## config.mk

```make
export PLATFORM = sky130hd
export DESIGN_NAME = alarm_irq_unit
export DESIGN_NICKNAME = d
export VERILOG_FILES = /design/src/rtl/alarm_irq_pkg.sv /design/src/rtl/alarm_regset.sv /design/src/rtl/alarm_match.sv /design/src/rtl/alarm_flag.sv /design/src/rtl/irq_route.sv /design/src/rtl/alarm_irq_unit.sv
export SDC_FILE = /design/constraint.sdc
export NUM_CORES = 1
export LEC_CHECK = 0
export CAP_MARGIN = 30
export CORE_MARGIN = 10
export CORE_UTILIZATION = 53
export CTS_CLUSTER_DIAMETER = 60
export DETAILED_ROUTE_END_ITERATION = 10
export GPL_ROUTABILITY_DRIVEN = 1
export PLACE_DENSITY_LB_ADDON = 0.1
export SLEW_MARGIN = 10
export SYNTH_ARGS = -nofsm -noshare
export SYNTH_HDL_FRONTEND = slang
export SYNTH_HIERARCHICAL = 1
export SYNTH_SLANG_ARGS = --single-unit
```

## constraint.sdc

```tcl
create_clock -name clk -period 2.2 [get_ports clk]
set_input_delay 0.44 -clock clk [delete_from_list [all_inputs] [get_ports clk]]
set_output_delay 0.44 -clock clk [all_outputs]
set_load 0.01 [all_outputs]
```

## src/rtl/alarm_irq_pkg.sv

```systemverilog
// Package: shared constants and types of the alarm interrupt unit.
// Assumes exactly two alarm sets, each of four byte-wide fields.
package alarm_irq_pkg;
    localparam int NUM_ALARMS = 2;
    localparam int NFIELD     = 4;
    localparam int FSEL_W     = $clog2(NFIELD);
    localparam int ASEL_W     = $clog2(NUM_ALARMS);

    // Field codes used by the register select; order matches the time vector.
    typedef enum logic [FSEL_W-1:0] {
        FLD_SEC  = 2'd0,
        FLD_MIN  = 2'd1,
        FLD_HOUR = 2'd2,
        FLD_DAY  = 2'd3
    } field_e;
endpackage

```

## src/rtl/alarm_regset.sv

```systemverilog
// Module: alarm_regset
// Holds the four alarm registers of one alarm set and returns the selected one.
// Assumes the caller qualifies wr_en with the alarm select.
module alarm_regset
    import alarm_irq_pkg::*;
#(
    parameter int DATA_W = 8
) (
    input  logic                           clk,
    input  logic                           rst_n,
    input  logic                           wr_en,
    input  logic [FSEL_W-1:0]              field,
    input  logic [DATA_W-1:0]              wdata,
    output logic [NFIELD-1:0][DATA_W-1:0]  regs,
    output logic [DATA_W-1:0]              rdata
);
    logic [NFIELD-1:0][DATA_W-1:0] regs_q;

    // Store a written byte into the addressed field register.
    always_ff @(posedge clk) begin
        if (!rst_n) begin
            regs_q <= '0;
        end else if (wr_en) begin
            regs_q[field] <= wdata;
        end
    end

    // Expose the register contents and the selected byte.
    always_comb begin
        regs  = regs_q;
        rdata = regs_q[field];
    end
endmodule

```

## src/rtl/alarm_match.sv

```systemverilog
// Module: alarm_match
// Compares one alarm set with the current time; the top bit of each register masks its field.
// Assumes time and alarm bytes use the same encoding in bits below the mask bit.
module alarm_match
    import alarm_irq_pkg::*;
#(
    parameter int DATA_W = 8
) (
    input  logic [NFIELD-1:0][DATA_W-1:0] regs,
    input  logic [NFIELD-1:0][DATA_W-1:0] tm,
    output logic                          hit
);
    localparam int MSK = DATA_W - 1;

    logic [NFIELD-1:0] fld_ok;

    for (genvar f = 0; f < NFIELD; f++) begin : g_fld
        // A field agrees when masked or when its value bits are equal.
        assign fld_ok[f] = regs[f][MSK] || (regs[f][MSK-1:0] == tm[f][MSK-1:0]);
    end

    // The alarm matches only when every field agrees.
    assign hit = &fld_ok;
endmodule

```

## src/rtl/alarm_flag.sv

```systemverilog
// Module: alarm_flag
// Sticky request flag: set by a qualified match, cleared by an access to its alarm set.
// Assumes set has priority so a match coinciding with an access is not lost.
module alarm_flag (
    input  logic clk,
    input  logic rst_n,
    input  logic set_i,
    input  logic clr_i,
    output logic flag_o
);
    // Update the flag with set taking priority over clear.
    always_ff @(posedge clk) begin
        if (!rst_n) begin
            flag_o <= 1'b0;
        end else if (set_i) begin
            flag_o <= 1'b1;
        end else if (clr_i) begin
            flag_o <= 1'b0;
        end
    end
endmodule

```

## src/rtl/irq_route.sv

```systemverilog
// Module: irq_route
// Gates the two flags with their enables and steers them to two active-low outputs.
// Assumes sep=1 gives one output per alarm, sep=0 merges both on the first output.
module irq_route
    import alarm_irq_pkg::*;
(
    input  logic [NUM_ALARMS-1:0] flags,
    input  logic [NUM_ALARMS-1:0] en,
    input  logic                  sep,
    output logic                  irq0_n,
    output logic                  irq1_n
);
    logic [NUM_ALARMS-1:0] req;

    // Qualify each flag with its enable.
    assign req = flags & en;

    // Select the output arrangement.
    always_comb begin
        if (sep) begin
            irq0_n = ~req[0];
            irq1_n = ~req[1];
        end else begin
            irq0_n = ~(|req);
            irq1_n = 1'b1;
        end
    end
endmodule

```

## src/rtl/alarm_irq_unit.sv

```systemverilog
// Module: alarm_irq_unit (top)
// Two maskable time-of-day alarms with sticky request flags and routed interrupts.
// Assumes tick marks the cycle in which the time inputs hold the newly updated time,
// and that register accesses are single-cycle strobes from the host side.
module alarm_irq_unit
    import alarm_irq_pkg::*;
#(
    parameter int DATA_W = 8
) (
    input  logic              clk,
    input  logic              rst_n,
    input  logic              tick,
    input  logic [DATA_W-1:0] tm_sec,
    input  logic [DATA_W-1:0] tm_min,
    input  logic [DATA_W-1:0] tm_hour,
    input  logic [DATA_W-1:0] tm_day,
    input  logic              acc_wr,
    input  logic              acc_rd,
    input  logic [ASEL_W-1:0] acc_alarm,
    input  logic [FSEL_W-1:0] acc_field,
    input  logic [DATA_W-1:0] acc_wdata,
    output logic [DATA_W-1:0] acc_rdata,
    input  logic              ctl_sep,
    input  logic              ctl_en0,
    input  logic              ctl_en1,
    output logic [DATA_W-1:0] stat_out,
    output logic              irq0_n,
    output logic              irq1_n
);
    logic [NFIELD-1:0][DATA_W-1:0] tm_vec;
    logic [NUM_ALARMS-1:0]         flags;
    logic [DATA_W-1:0]             rd_arr [NUM_ALARMS];

    // Gather the time fields in field-code order.
    assign tm_vec = {tm_day, tm_hour, tm_min, tm_sec};

    for (genvar a = 0; a < NUM_ALARMS; a++) begin : g_alarm
        logic                          sel;
        logic                          hit;
        logic [NFIELD-1:0][DATA_W-1:0] regs;

        // Decode whether the current access targets this alarm set.
        assign sel = (acc_alarm == ASEL_W'(a));

        alarm_regset #(.DATA_W(DATA_W)) u_regs (
            .clk   (clk),
            .rst_n (rst_n),
            .wr_en (acc_wr && sel),
            .field (acc_field),
            .wdata (acc_wdata),
            .regs  (regs),
            .rdata (rd_arr[a])
        );

        alarm_match #(.DATA_W(DATA_W)) u_match (
            .regs (regs),
            .tm   (tm_vec),
            .hit  (hit)
        );

        alarm_flag u_flag (
            .clk    (clk),
            .rst_n  (rst_n),
            .set_i  (tick && hit),
            .clr_i  (sel && (acc_wr || acc_rd)),
            .flag_o (flags[a])
        );
    end

    // Return the selected register of the selected alarm.
    assign acc_rdata = rd_arr[acc_alarm];

    // Place the flags in the low status bits, pad the rest with zero.
    assign stat_out = DATA_W'(flags);

    irq_route u_route (
        .flags  (flags),
        .en     ({ctl_en1, ctl_en0}),
        .sep    (ctl_sep),
        .irq0_n (irq0_n),
        .irq1_n (irq1_n)
    );
endmodule

```

==> flow_summary.toml <==
[synthesis]
synth-edff-count = 0
postSynthCellCount = 355
synth_warnings = 6
synth_top_area_cell = "dfxtp_1"
synthTopCellsByArea = "dfxtp_1 (36%), mux2i_1 (17%), mux4_2 (9.7%)"
synthFlopType = "dfxtp_1"
synth.top_cell.area_share = 0.357
synth_seq_cells = 66
netlist_area_sq_mm = 0.00371
synth_async_sr_flop_share = 0
synthDistinctLibCells = 26
synth_sequential_area_ratio = 0.357
avgSynthCellArea_sq_um = 10.4

[grt]
first_pass_grt_wire_length_microns = 17900
grt_antenna_before_repair = 0
globalRouteOverflowTotal = 0
grt_start_max_net_pins = 31
groute.usage.overall = 0.210
first_global_vias = 3276

[route]
first_pass_iters = 4
wl_per_cell_microns = 21.0
number_of_vias_after_detailed_routing = 3069
number_of_nets_with_antenna_violations_after_detailed_routing = 0
drt_drc_violations_left = 0
detailedRoute.firstIterationViolations = 175
final_routed_wirelength_microns = 11500
routed_via_density = 5.58

[setup_path]
critPathRequiredTime_ns = 1.76
crit_type = "in -> out"
cp-start-kind = "primary input"
critical_path.top_delay_family = "multiplexers"
path_max_fanout = 5
critPathArrivalTime_ns = 1.72
max_stage_delay_ns = 0.51
slowest_stage = "mux4_2"
worst_setup_path_startpoint = "acc_field[1]"
worst_path_buffer_plus_inverter_count = 4
cp_cell_sequence = "buf_2 -> buf_12 -> buf_8 -> mux4_2 -> mux2_4 -> buf_6"
critical_path.endpoint_type = "primary output"
rr_startpoint = "g_alarm[0].u_regs/regs[6]"

[floorplan]
initial_core_util = 0.545
placeable_area_sq_mm = 0.00679
fp.dieArea_sq_mm = 0.0107
die-height_microns = 104
i_o_pin_total = 69
die_x_microns = 104
rows = 30

[power_and_ir_drop]
power_density_mw_per_mm2 = 576
p_leak_uw = 0.00227
peakVddDrop_mv = 0.610

[layout]
layout_nets = 500
final_cells = 550
flow.area_growth_from_synthesis_pct = 31.8
multi_input_comb_area_sq_mm = 0.00227
seq_area_sq_mm = 0.00132
final_layout_size_suffix_gt1_frac = 0.236
diodes = 0
fillers = 528

[timing]
report.final.hold_viol_count = 0
worst_clock_skew_ns = 0.00537
worst_pin_slew_ns = 0.583
setup_viol_count_final = 0
layout_worst_path_cycle_share = 0.980
relSlewSlack = 0.611
timing.fmax_mhz = 464
fin_worst_hold_slack_ns = 0.488
finalCriticalPeriod_ns = 2.16
slew_violations = 0

[clock_tree]
cts_buffer_depth = 2
clkSlewWorstSetupHoldPaths_ns = 0.07
tritoncts_clock_tree = "done"
total_number_of_h_tree_levels = 3
clock-root-buffer = "clkbuf_8"
cts_sink_count = 66
cts_made_buffers = 9
clock_latency_ns = 0.34
cts-hold-fix-buffers = 0

[run]
cap_violations = 0

[placed_design]
globalplace.congestion = 0.940
dpl.hpwl_microns = 8860
io_buffers = 58
place_inst = 529

[hold_path]
hold_path.class = "reg -> reg"
hold_path.startpoint = "g_alarm[0].u_regs/regs[15]"

[outcome]
status = "completed"
routing by layer:
layer  vias to the layer above  track usage  routed length [microns]
met4                         0       0.0877                      325
met3                        30       0.0558                      951
met1                      1462        0.247                     4720
li1                       1415            -                        -
met5                         -            0                        0
met2                       162        0.350                     5540
cell usage in the layout (no fill, tap or decap), drive strengths merged:
cell / Yosys / final
nand2: 81 / 81
dfxtp: 66 / 66
mux2i: 64 / 64
buf: 17 / 55
clkdlybuf4s50: 0 / 47
xor2: 32 / 32
xnor2: 24 / 24
mux4: 16 / 16
clkbuf: 8 / 12
nor4: 10 / 10
a41oi: 8 / 8
mux2: 8 / 8
conb: 1 / 6
nand3b: 4 / 4
o21a: 3 / 3
and2: 3 / 3
nand3: 3 / 3
bufinv: 0 / 2
clkinv: 0 / 2
nor2b: 2 / 2
or3b: 2 / 2
and2b: 1 / 1
o21ba: 1 / 1
clkinvlp: 0 / 1
a2bb2oi: 1 / 1
power breakdown:
group | switching [uW] | internal, uW | leakage [uW]
logic | 201 | 224 | 0.00163
registers | 26.2 | 1220 | 0.000534
clock network | 474 | 666 | 0.000109
layout make-up:
type | count | share of cell area
multi-input combinational | 269 | 0.465
sequential | 66 | 0.271
timing repair buffer | 103 | 0.195
clock buffer | 11 | 0.0290
tap | 96 | 0.0246
clock inverter | 5 | 0.0159
path summary, 6_finish.rpt:
kind         slack, ns                         end  cells past startpoint
min               0.49  g_alarm[0].u_regs/regs[15]                      2
min reg2reg       0.49  g_alarm[0].u_regs/regs[15]                      2
max reg2reg       0.26    g_alarm[0].u_flag/flag_o                      8
max               0.04                acc_rdata[1]                      6
through the flow:
stage | total power, uW | instance area [sq um] | util | setup WS [ns] | setup TNS, ns
after global routing | 2900 | 4880 | 0.719 | -0.00916 | -0.00916
after global placement | 1670 | 4610 | 0.678 | -0.656 | -5.80
final | 2810 | 4880 | 0.719 | 0.0449 | 0
after CTS | 2820 | 4870 | 0.717 | 0.00641 | 0
after detailed placement | 1670 | 4610 | 0.678 | -0.679 | -6.16
after floorplan | 1480 | 3720 | - | 0.362 | 0
logic make-up after synthesis:
| kind of cell | synth area share |
|---|---|
| mux | 0.300 |
| simple gates | 0.134 |
| other cells | 0.00101 |
| xor+xnor | 0.132 |
| buf+inv | 0.0442 |
| compound gates | 0.0317 |
| flops | 0.357 |
repair_timing:
| action | CTS | global route |
|---|---|---|
| pin swaps | 0 | 1 |
| gates resized for setup | 48 | 5 |
| endpoints found under the setup margin | 9 | 10 |
| buffers inserted | 5 | 0 |
Yosys cell counts (2+ instances only):
library cell and number:
nor2b_4 2, nor4_1 10, buf_2 2, xor2_1 32, dfxtp_1 66, o21a_1 3
a41oi_1 8, buf_4 12, or3b_1 2, clkbuf_1 8, nand2_1 81, buf_6 3
nand3_2 2, mux2_2 2, and2_1 2, mux2i_1 64, xnor2_1 24, nand3b_1 4
mux4_2 16, mux2_4 6
registers in the layout, summed over array words and instances, names as in the netlist:
register / count
g_alarm.u_flag/flag_o: 2
g_alarm.u_regs/regs: 64
worst min-delay path, delay by kind of cell (launching register included):
kind	cells	cell delay, ns
flops	1	0.33
mux	1	0.06
simple gates	1	0.06
Note: power is estimated with default switching activity, not from simulation.
